--- config.mk ---
export PLATFORM = sky130hd
export DESIGN_NAME = pmic_cmd_chan
export DESIGN_NICKNAME = d
export VERILOG_FILES = /design/src/rtl/pmic_chan_pkg.sv /design/src/rtl/pmic_cmd_decode.sv /design/src/rtl/pmic_byte_keep.sv /design/src/rtl/pmic_chan_fsm.sv /design/src/rtl/pmic_cmd_chan.sv
export SDC_FILE = /design/constraint.sdc
export NUM_CORES = 1
export LEC_CHECK = 0
export BUFFER_PORTS_ARGS = -buffer_cell sky130_fd_sc_hd__buf_2
export CORE_MARGIN = 4
export CORE_UTILIZATION = 30
export DETAILED_ROUTE_END_ITERATION = 7
export PLACE_DENSITY_LB_ADDON = 0.3
export SYNTH_ARGS = -nofsm -noshare
export SYNTH_HDL_FRONTEND = slang
export SYNTH_SLANG_ARGS = --single-unit
export TNS_END_PERCENT = 100
--- constraint.sdc ---
create_clock -name clk -period 2.55 [get_ports clk]
set_input_delay 0.1275 -clock clk [delete_from_list [all_inputs] [get_ports clk]]
set_output_delay 0.1275 -clock clk [all_outputs]
set_load 0.05 [all_outputs]
--- src/rtl/pmic_chan_pkg.sv ---
package pmic_chan_pkg;

  typedef enum logic [2:0] {
    CH_IDLE   = 3'd0,
    CH_ISSUE  = 3'd1,
    CH_WAIT   = 3'd2,
    CH_ACKWT  = 3'd6
  } chan_state_e;

  typedef struct packed {
    logic [1:0]  cls;
    logic        wr;
    logic [3:0]  tgt;
    logic [1:0]  len;
    logic [15:0] addr;
  } cmd_fields_t;

  localparam int OFF_CMD   = 'h00;
  localparam int OFF_WDATA = 'h04;
  localparam int OFF_RDATA = 'h14;
  localparam int OFF_ACK   = 'h24;
  localparam int OFF_STAT  = 'h28;

endpackage

--- src/rtl/pmic_cmd_decode.sv ---
module pmic_cmd_decode
  import pmic_chan_pkg::*;
(
  input  logic [31:0]  word,
  output cmd_fields_t  fields
);
  logic unused_rsvd;
  assign unused_rsvd = ^{word[28], word[23:18]};

  always_comb begin
    fields.cls  = word[31:30];
    fields.wr   = word[29];
    fields.tgt  = word[27:24];
    fields.len  = word[17:16];
    fields.addr = word[15:0];
  end
endmodule

--- src/rtl/pmic_byte_keep.sv ---
module pmic_byte_keep #(
  parameter int DATA_W = 32,
  localparam int NBYTES = DATA_W / 8,
  localparam int LEN_W  = (NBYTES > 1) ? $clog2(NBYTES) : 1
) (
  input  logic [DATA_W-1:0] din,
  input  logic [LEN_W-1:0]  len,
  output logic [DATA_W-1:0] dout
);
  for (genvar i = 0; i < NBYTES; i++) begin : g_byte
    assign dout[8*i +: 8] = (LEN_W'(i) <= len) ? din[8*i +: 8] : 8'h00;
  end
endmodule

--- src/rtl/pmic_chan_fsm.sv ---
module pmic_chan_fsm
  import pmic_chan_pkg::*;
(
  input  logic        clk,
  input  logic        rst,
  input  logic        cmd_wr,
  input  logic        ack_wr,
  input  logic        is_write,
  input  logic        req_ready,
  input  logic        rsp_valid,
  output chan_state_e state,
  output logic        accept,
  output logic        err
);
  chan_state_e nxt;

  always_comb begin
    nxt = state;
    unique case (state)
      CH_IDLE:  if (cmd_wr)    nxt = CH_ISSUE;
      CH_ISSUE: if (req_ready) nxt = CH_WAIT;
      CH_WAIT:  if (rsp_valid) nxt = is_write ? CH_IDLE : CH_ACKWT;
      CH_ACKWT: if (ack_wr)    nxt = CH_IDLE;
      default:                 nxt = CH_IDLE;
    endcase
  end

  assign accept = (state == CH_IDLE) && cmd_wr;

  always_ff @(posedge clk) begin
    if (rst) begin
      state <= CH_IDLE;
      err   <= 1'b0;
    end else begin
      state <= nxt;
      if (nxt == CH_IDLE && state != CH_IDLE)
        err <= 1'b0;
      else if (cmd_wr && state != CH_IDLE)
        err <= 1'b1;
    end
  end

  AST_STATE_LEGAL: assert property (@(posedge clk) disable iff (rst)
    state inside {CH_IDLE, CH_ISSUE, CH_WAIT, CH_ACKWT});
  AST_ISSUE_FROM_IDLE: assert property (@(posedge clk) disable iff (rst)
    (state == CH_ISSUE && $past(state) != CH_ISSUE) |-> $past(state) == CH_IDLE);
  AST_ERR_CLEAR_IDLE: assert property (@(posedge clk) disable iff (rst)
    (state == CH_IDLE && $past(state) != CH_IDLE) |-> !err);
  AST_ACK_PARK: assert property (@(posedge clk) disable iff (rst)
    (state == CH_ACKWT && !ack_wr) |=> state == CH_ACKWT);
endmodule

--- src/rtl/pmic_cmd_chan.sv ---
module pmic_cmd_chan
  import pmic_chan_pkg::*;
#(
  parameter int ADDR_W = 6,
  parameter int DATA_W = 32,
  localparam int NBYTES = DATA_W / 8,
  localparam int LEN_W  = (NBYTES > 1) ? $clog2(NBYTES) : 1
) (
  input  logic              clk,
  input  logic              rst,
  input  logic              reg_wen,
  input  logic              reg_ren,
  input  logic [ADDR_W-1:0] reg_addr,
  input  logic [DATA_W-1:0] reg_wdata,
  output logic [DATA_W-1:0] reg_rdata,
  output logic              req_valid,
  input  logic              req_ready,
  output logic [1:0]        req_class,
  output logic              req_write,
  output logic [3:0]        req_target,
  output logic [1:0]        req_len,
  output logic [15:0]       req_addr,
  output logic [DATA_W-1:0] req_wdata,
  input  logic              rsp_valid,
  input  logic [DATA_W-1:0] rsp_rdata
);
  localparam logic [ADDR_W-1:0] A_CMD   = ADDR_W'(OFF_CMD);
  localparam logic [ADDR_W-1:0] A_WDATA = ADDR_W'(OFF_WDATA);
  localparam logic [ADDR_W-1:0] A_RDATA = ADDR_W'(OFF_RDATA);
  localparam logic [ADDR_W-1:0] A_ACK   = ADDR_W'(OFF_ACK);
  localparam logic [ADDR_W-1:0] A_STAT  = ADDR_W'(OFF_STAT);

  logic              cmd_wr, ack_wr, accept, err;
  chan_state_e       state;
  cmd_fields_t       dec, fld_q;
  logic [DATA_W-1:0] wdata_q, req_wdata_q, rdata_q, kept;
  logic [31:0]       cmd_word;

  assign cmd_wr   = reg_wen && (reg_addr == A_CMD);
  assign ack_wr   = reg_wen && (reg_addr == A_ACK) && reg_wdata[0];
  assign cmd_word = 32'(reg_wdata);

  pmic_cmd_decode u_dec (
    .word   (cmd_word),
    .fields (dec)
  );

  pmic_chan_fsm u_fsm (
    .clk       (clk),
    .rst       (rst),
    .cmd_wr    (cmd_wr),
    .ack_wr    (ack_wr),
    .is_write  (fld_q.wr),
    .req_ready (req_ready),
    .rsp_valid (rsp_valid),
    .state     (state),
    .accept    (accept),
    .err       (err)
  );

  pmic_byte_keep #(.DATA_W(DATA_W)) u_keep (
    .din  (rsp_rdata),
    .len  (LEN_W'(fld_q.len)),
    .dout (kept)
  );

  always_ff @(posedge clk) begin
    if (rst) begin
      wdata_q     <= '0;
      req_wdata_q <= '0;
      fld_q       <= '0;
      rdata_q     <= '0;
      reg_rdata   <= '0;
    end else begin
      if (reg_wen && reg_addr == A_WDATA)
        wdata_q <= reg_wdata;
      if (accept) begin
        fld_q       <= dec;
        req_wdata_q <= wdata_q;
      end
      if (state == CH_WAIT && rsp_valid && !fld_q.wr)
        rdata_q <= kept;
      if (reg_ren) begin
        unique case (reg_addr)
          A_WDATA: reg_rdata <= wdata_q;
          A_RDATA: reg_rdata <= rdata_q;
          A_STAT:  reg_rdata <= {{(DATA_W-4){1'b0}}, state, err};
          default: reg_rdata <= '0;
        endcase
      end
    end
  end

  assign req_valid  = (state == CH_ISSUE);
  assign req_class  = fld_q.cls;
  assign req_write  = fld_q.wr;
  assign req_target = fld_q.tgt;
  assign req_len    = fld_q.len;
  assign req_addr   = fld_q.addr;
  assign req_wdata  = req_wdata_q;

  AST_REQ_HOLD: assert property (@(posedge clk) disable iff (rst)
    (req_valid && !req_ready) |=> (req_valid && $stable(fld_q) && $stable(req_wdata)));
  AST_WRITE_NO_PARK: assert property (@(posedge clk) disable iff (rst)
    (state == CH_ACKWT) |-> !req_write);
  AST_ONE_BYTE_UPPER_ZERO: assert property (@(posedge clk) disable iff (rst)
    (state == CH_ACKWT && req_len == 2'd0) |-> (rdata_q[DATA_W-1:8] == '0));
  AST_IDLE_NO_REQ: assert property (@(posedge clk) disable iff (rst)
    (state == CH_IDLE) |-> !req_valid);
endmodule

# After elaboration in Yosys (flattened, before gate mapping)
# Index checks and enable logic that the tools add are counted.
dict set report word_totals {
  wordCells 48
  regBits 157
}
dict set report op_classes {
  order_cmp 4
  eq_ne 7
  mux 11
  n_reduce_logical 15
}
# cell n
set ops {}
lappend ops {{$pmux W32 S3} 1}
lappend ops {{$mux W8} 4}
lappend ops {{$mux W3} 5}
lappend ops {{$eq A6 B6 Y1 const B} 2}
lappend ops {{$pmux W3 S4} 1}
lappend ops {{$logic_and A1 B1 Y1} 9}
lappend ops {{$eq A6 B3 Y1 const B} 1}
lappend ops {{$eq A6 B5 Y1 const B} 1}
lappend ops {{$logic_not A3 Y1} 2}
lappend ops {{$logic_not A6 Y1} 1}
lappend ops {{$le A1 B2 Y1 const A} 2}
lappend ops {{$le A2 B2 Y1 const A} 2}
lappend ops {{$eq A3 B1 Y1 const B} 1}
lappend ops {{$eq A3 B2 Y1 const B} 1}
lappend ops {{$eq A3 B3 Y1 const B} 1}
lappend ops {{$reduce_bool A3 Y1} 1}
lappend ops {{$reduce_or A2 Y1} 1}
lappend ops {{$logic_not A1 Y1} 1}

# Longest topological paths before layout
# Gate-level depths: netlist of run 1.
dict set report depth {
  ltp_word 8
  mapped_depth 7
}

# Hierarchy
# A second synthesis of run 1 with hierarchy kept.
dict set report unflattened {
  hier_cells 722
  area_unflattened_um2 6672.6
}
# module seq_area_each_um2 cells_per_inst area_each_um2 instances
set by_module_without_submodules {}
lappend by_module_without_submodules {pmic_cmd_chan 3062.9 639 6032.0 1}
lappend by_module_without_submodules {pmic_byte_keep 0.0 35 251.5 1}
lappend by_module_without_submodules {pmic_chan_fsm 80.1 23 201.4 1}
lappend by_module_without_submodules {pmic_cmd_decode 0.0 25 187.7 1}

# Worst setup path after synthesis of run 1
# No wires, ideal clock.
dict set report synth_timing {
  path_type {reg2reg}
  from {reg u_fsm.state[0]}
  to {reg u_fsm.err}
  path_buffers 0
  slack_ns 0.472
  setup_ns 0.081
  path_stages_with_launch 4
  arrival_ns 1.997
  cell_sequence {dfxtp_1 -> nor3b_1 -> nand2b_1 -> a41oi_1}
}
dict set report synth_via {
  elab_chain_len 5
  elab_cells_between_ends 14
  classes_between {eq/ne: 3; mux: 5; reduce/logical: 6}
}
# item line
set synth_rtl {}
lappend synth_rtl {{start, declared} pmic_chan_fsm.sv:11} ;# output chan_state_e state,
lappend synth_rtl {{start signal, assigned} pmic_chan_fsm.sv:35} ;# state <= nxt;
lappend synth_rtl {{$eq A3 B1 Y1} -}
lappend synth_rtl {{named net req_valid} pmic_cmd_chan.sv:16} ;# output logic req_valid,
lappend synth_rtl {{$pmux W3 S4} pmic_chan_fsm.sv:19} ;# unique case (state)
lappend synth_rtl {{$logic_not A3 Y1} pmic_chan_fsm.sv:36} ;# if (nxt == CH_IDLE && state != CH_IDLE)
lappend synth_rtl {{$logic_and A1 B1 Y1} pmic_chan_fsm.sv:36}
lappend synth_rtl {{$reduce_or A2 Y1 (no line)} -}
lappend synth_rtl {{end signal, assigned} pmic_chan_fsm.sv:33} ;# err <= 1'b0;
lappend synth_rtl {{end signal, assigned} pmic_chan_fsm.sv:37} ;# err <= 1'b0;
lappend synth_rtl {{end signal, assigned} pmic_chan_fsm.sv:39} ;# err <= 1'b1;
lappend synth_rtl {{end, declared} pmic_chan_fsm.sv:13} ;# output logic err
# The timed path passes the listed nets, and every way through them passes these cells.
# A chain may end at the register's enable or synchronous reset.

# Final worst setup path of run 1
dict set report layout_timing {
  from {reg u_fsm.state[2]}
  to {reg fld_q (netlist bit req_addr[14])}
}
dict set report layout_via {
  elab_chain_len 2
}
# item line
set layout_rtl {}
lappend layout_rtl {{$logic_not A3 Y1} pmic_chan_fsm.sv:28} ;# assign accept = (state == CH_IDLE) && cmd_wr;
lappend layout_rtl {{$logic_and A1 B1 Y1} pmic_chan_fsm.sv:28}
lappend layout_rtl {{end signal, assigned} pmic_cmd_chan.sv:71} ;# fld_q <= '0;
lappend layout_rtl {{end signal, assigned} pmic_cmd_chan.sv:78} ;# fld_q <= dec;
lappend layout_rtl {{end, declared} pmic_cmd_chan.sv:35} ;# cmd_fields_t dec, fld_q;
# Every way passes these cells.

==> results of run 1 <==
-- state kept, by name (all words and copies together), names as in the netlist, 2 cells and up --
signal / cells
req_class: 2
reg_rdata: 32
u_fsm.state: 3
req_addr: 16
req_len: 2
req_wdata: 32
req_target: 4
wdata_q: 32
rdata_q: 32
-- through the flow --
step                      setup WS [ps]  std cells  util, %  power, mW  area, um2
after global placement            637.7       1099    36.36      2.689       6893
after detailed placement          605.1       1099    36.36      2.687       6893
final                             729.7       1194    42.84      5.276       8122
after global routing              533.4       1194    42.84      5.464       8122
after floorplan                   471.7        717        -      2.588       5849
after CTS                         708.7       1194    42.84      5.338       8122
-- kinds of logic (layout without fill, tap and decap cells) --
| group | after synthesis | after routing |
|---|---|---|
| mux | 4 | 4 |
| flops | 157 | 157 |
| compound gates | 193 | 193 |
| simple gates | 305 | 305 |
| buf+inv | 58 | 275 |
-- Yosys cell counts (2+ instances only) --
library cell  instances  area [um2]
buf_6                 8       90.09
nand2b_1              2       12.51
a21oi_1             123       615.6
nor2b_1               2       12.51
and3_1                2       12.51
nor3_1                2       10.01
mux2_2                4       45.04
nand4_1               8       50.05
a22oi_1              32       240.2
clkbuf_1             34       127.6
buf_2                13       65.06
nor2_1                4       15.01
or2_2                 2       12.51
nor3b_1               3       22.52
o21ai_1              31       155.2
nand3_1              18       90.09
nand2_1             253       949.7
nor4_4                3       63.81
dfxtp_1             157        3143
-- where the power goes --
| group | internal [mW] | switching (mW) |
|---|---|---|
| clock network | 1.49 | 1.08 |
| registers | 2.46 | 0.00329 |
| logic | 0.122 | 0.127 |
-- per-layer routing --
| metal | wire [um] | global-route usage (%) |
|---|---|---|
| met5 | 0 | 0 |
| met4 | 165 | 4.287 |
| met1 | 8670 | 23.16 |
| met2 | 8717 | 28.31 |
| met3 | 1417 | 4.966 |
-- layout make-up --
type,instances,area [um2],share of cell area (%)
Multi-Input combinational cell,502,2437,30.01
Tap cell,260,325.3,4.006
Inverter,1,3.754,0.04622
Clock buffer,18,439.2,5.407
Clock inverter,14,158.9,1.957
Timing Repair Buffer,242,1614,19.87
Sequential cell,157,3143,38.70
-- worst max-delay path, stage by stage (launching register included) --
cell and delay, ps:
dfxtp_1 390, nor3_1 300, and3_2 550, buf_12 270
nand2_1 80, a21oi_1 140
-- layout by cell type (no fill, tap or decap), drive strengths merged --
master / instances
nand3: 18
clkinvlp: 1
clkbuf: 18
a22oi: 32
clkinv: 6
dlygate4sd3: 63
a21oi: 123
a2bb2oi: 1
mux2: 4
nor2b: 2
and3: 2
nor4: 3
and3b: 1
a31oi: 1
nand2b: 2
nor3: 2
bufinv: 2
nor2: 4
and2: 1
buf: 179
nor4bb: 1
dfxtp: 157
or3: 1
o21ai: 33
o21a: 1
a41oi: 1
or2: 3
nand4b: 1
nand4: 8
inv: 6
o311ai: 1
nor3b: 3
nand2: 253
-- final timing paths --
check                   to      startpoint  slack (ps)
min reg2reg  reg_rdata[28]   reg_rdata[28]         450
max reg2reg   req_addr[14]  u_fsm.state[2]         730
max           req_addr[14]  u_fsm.state[2]         730
min            rdata_q[30]   rsp_rdata[30]          20
==> out/metrics.csv, run 1 <==
stage,metric,value,unit
logic_synthesis,synth_area,0.005849,mm2
global_routing,antenna_found_initial,0,
clock_tree,postCtsSetupBuffers,0,
final_layout,fillerInstances,1989,
final_layout,area.growth.synth_to_final,38.84,%
floorplan,die-area,0.02180,mm2
outcome,outcome,completed,
worst_setup_path,path_class,reg2reg,
logic_synthesis,synth_top_family_by_area,simple AND/OR/NAND/NOR gates,
sta,setup_viol,0,
worst_setup_path,reg2reg_depth,5,
place,hpwlAfterDp,12760,um
drt,vias_per_cell,4.737,
logic_synthesis,synthMuxAreaShare,0.7701,%
drt,detail_route.wirelength,18970,um
logic_synthesis,avgSynthCellArea,8.158,um2
place,gp_congestion,0.7655,
logic_synthesis,syn-num-nets,793,
clock_tree,cts_resized,0,
final_layout,drive_gt1_share,24.20,%
logic_synthesis,synthSimpleGateAreaFrac,22.18,%
sta,rsz0062_at_grt,false,
drt,avgRoutedWirePerCell,15.89,um
drt,drcViolationCount,0,
worst_setup_path,cp-start-kind,flip-flop,
clock_tree,htree_levels,4,
clock_tree,max-clock-path-buffers,2,
pwr,p_leak,3.086,nW
worst_setup_path,crit_fanout,38,
logic_synthesis,yosys.area_share.adder,0,%
logic_synthesis,synth_compound_area_share,18.20,%
worst_setup_path,critPathArrivalTime,2160,ps
sta,whs,18.89,ps
floorplan,die_h,147.6,um
sta,fmax,0.5494,GHz
global_routing,grt_max_degree,66,
floorplan,rows,50,
sta,worst_pin_slew,856.2,ps
logic_synthesis,synth-edff-count,0,
drt,ant_nets,0,
floorplan,boundaryPins,166,
floorplan,coreArea,0.01896,mm2
global_routing,grt_usage,17.49,%
logic_synthesis,synth_xor_area_share,0,%
clock_tree,tritoncts,built,
drt,drt_iter0_drc,343,
pwr,p_per_area,649.7,mW/mm2
final_layout,nets,997,
logic_synthesis,yosysUniqueCellTypes,35,
clock_tree,path_clk_slew,70,ps
drt,drt-pass1-iter-count,5,
clock_tree,clock_sinks,157,
sta,final_max_slew_viol_count,0,
sta,fin_crit_sh,71.38,%
floorplan,die_w,147.6,um
sta,finClkSkew,8.189,ps
global_routing,grt_pass1_vias,5621,
place,io_buffers,165,
floorplan,start_util,30.86,%
clock_tree,cts_root_buf,clkbuf_16,
pwr,peakVddDrop,0.4185,mV
clock_tree,clk_latency,420,ps
sta,period_needed,1820,ps
clock_tree,hold_buffers,63,
logic_synthesis,ys_seq_elements,157,
sta,fin_tns_setup,0,ps
logic_synthesis,async_reset_ff_share,0,%
global_routing,grt_pass1_wl,30460,um
clock_tree,cts-buffers-inserted,17,
worst_setup_path,cp.required,2890,ps
logic_synthesis,synthCells,717,
logic_synthesis,synthFlopType,dfxtp_1,
logic_synthesis,yosysWarnings,0,
min_path,holdPathStages,3,
flow_run,cap_violations,0,
worst_setup_path,endpoint_kind,flip-flop,
global_routing,overflow,0,
logic_synthesis,seq_area_frac_synth,53.73,%
min_path,hp-class,in2reg,
sta,final_hold_viol_count,0,
final_layout,n_antenna_cell,0,
drt,num_vias,5656,
sta,slew_headroom,42.79,%
Note: power is estimated with default switching activity, not from simulation.
==> run 2, diff against run 1 <==
==> constraint.sdc (replaced) <==
create_clock -name clk -period 1.9 [get_ports clk]
set_input_delay 0.095 -clock clk [delete_from_list [all_inputs] [get_ports clk]]
set_output_delay 0.095 -clock clk [all_outputs]
set_load 0.05 [all_outputs]
==> out/metrics.csv, run 2 (synthesis results as in run 1) <==
stage,metric,value,unit
clock_tree,max-clock-path-buffers,2,
sta,period_needed,1584,ps
final_layout,area.growth.synth_to_final,40.24,%
clock_tree,hold_buffers,65,
clock_tree,htree_levels,4,
final_layout,n_antenna_cell,0,
drt,vias_per_cell,4.682,
floorplan,boundaryPins,166,
drt,ant_nets,0,
sta,fin_crit_sh,83.37,%
global_routing,antenna_found_initial,0,
global_routing,grt_max_degree,108,
worst_setup_path,cp-start-kind,flip-flop,
floorplan,start_util,30.86,%
min_path,hp-class,in2reg,
global_routing,overflow,0,
worst_setup_path,r2r_setup_slack,320,ps
worst_setup_path,crit_fanout,25,
final_layout,layout_common_cells,"253 x nand2_1, 164 x buf_2, 157 x dfxtp_1",
global_routing,grt_pass1_vias,5577,
worst_setup_path,max_stage_delay,430,ps
worst_setup_path,worstSetupStartpoint,u_fsm.state[1],
global_routing,grt_pass1_wl,30220,um
floorplan,die-area,0.02180,mm2
global_routing,met3_usage,4.905,%
floorplan,die_h,147.6,um
sta,final_max_slew_viol_count,0,
worst_setup_path,cp.required,2240,ps
flow_run,cap_violations,0,
worst_setup_path,r2r-start,u_fsm.state[1],
clock_tree,cts-buffers-inserted,17,
worst_setup_path,crit_chain,nor2b_1 -> and3_1 -> buf_12 -> nand4_1 -> a21oi_1,
clock_tree,cts_root_buf,clkbuf_16,
place,gp_congestion,0.7441,
drt,drcViolationCount,0,
drt,avgRoutedWirePerCell,15.87,um
worst_setup_path,path_class,reg2reg,
final_layout,nets,1006,
clock_tree,clk_latency,430,ps
final_layout,final_common_cell,nand2_1,
place,io_buffers,165,
global_routing,met2_usage,29.04,%
final_layout,drive_gt1_share,24.92,%
floorplan,die_w,147.6,um
place,hpwlAfterDp,12400,um
sta,final_hold_viol_count,0,
clock_tree,cts_resized,0,
clock_tree,tritoncts,built,
sta,fin_tns_setup,0,ps
drt,drt-pass1-iter-count,4,
sta,slew_headroom,35.13,%
sta,whs,53.73,ps
floorplan,coreArea,0.01896,mm2
outcome,outcome,completed,
worst_setup_path,endpoint_kind,flip-flop,
clock_tree,clock_sinks,157,
worst_setup_path,critPathArrivalTime,1920,ps
worst_setup_path,cp_slowest_cell,dfxtp_1,
clock_tree,postCtsSetupBuffers,0,
pwr,p_leak,3.129,nW
sta,finClkSkew,18.08,ps
sta,rsz0062_at_grt,false,
drt,drt_iter0_drc,286,
sta,worst_pin_slew,969.4,ps
pwr,p_per_area,844.5,mW/mm2
drt,num_vias,5633,
sta,setup_viol,0,
global_routing,grt_usage,17.44,%
pwr,peakVddDrop,0.5863,mV
floorplan,rows,50,
sta,fmax,0.6313,GHz
drt,detail_route.wirelength,19090,um
global_routing,use_met1,22.13,%
global_routing,top_usage_layer,met2,
min_path,min-delay-start,rst,
clock_tree,path_clk_slew,60,ps
run 2: cell type report:
class                      instances  area, um2
tap                              260      325.3
clock buffer                      17      425.4
sequential                       157       3143
fill                            1935      10750
inverter                           1      3.754
clock inverter                    15      137.6
timing repair buffer             251       1724
multi-input combinational        502       2444
run 2: worst paths after layout:
path	endpoint	cells after the start
worst max-delay path	rdata_q[31]	5
worst min-delay path	u_fsm.state[1]	2
worst max register to register	rdata_q[31]	5
worst min register to register	reg_rdata[5]	2
run 2: where the power goes:
part / switching (mW) / internal, mW / total, mW
clock: 1.46 / 1.83 / 3.28
sequential: 0.00406 / 3.30 / 3.30
combinational: 0.173 / 0.172 / 0.345
run 2: per-stage QoR:
stage	util, %	worst slack, ps	power (mW)	area (um2)	cells
finish	43.27	316.0	6.928	8203	1203
detailed placement	36.87	228.5	3.611	6989	1106
global placement	36.87	265.4	3.614	6989	1106
global route	43.27	181.2	7.194	8203	1203
CTS	43.27	323.2	7.020	8203	1203
floorplan	-	387.8	3.473	5854	717
run 2: per-layer routing:
layer / vias up / wire length, um
met2: 182 / 8936
met4: 0 / 236
li1: 2843 / -
met3: 16 / 1201
met1: 2592 / 8714
met5: - / 0
run 2: worst max-delay path, delay by kind of cell, from the launching register on:
kind,cells,cell delay (ps)
AO/OA/AOI/OAI,1,160
buffers and inverters,1,200
AND/OR/NAND/NOR,3,710
flip-flops,1,430
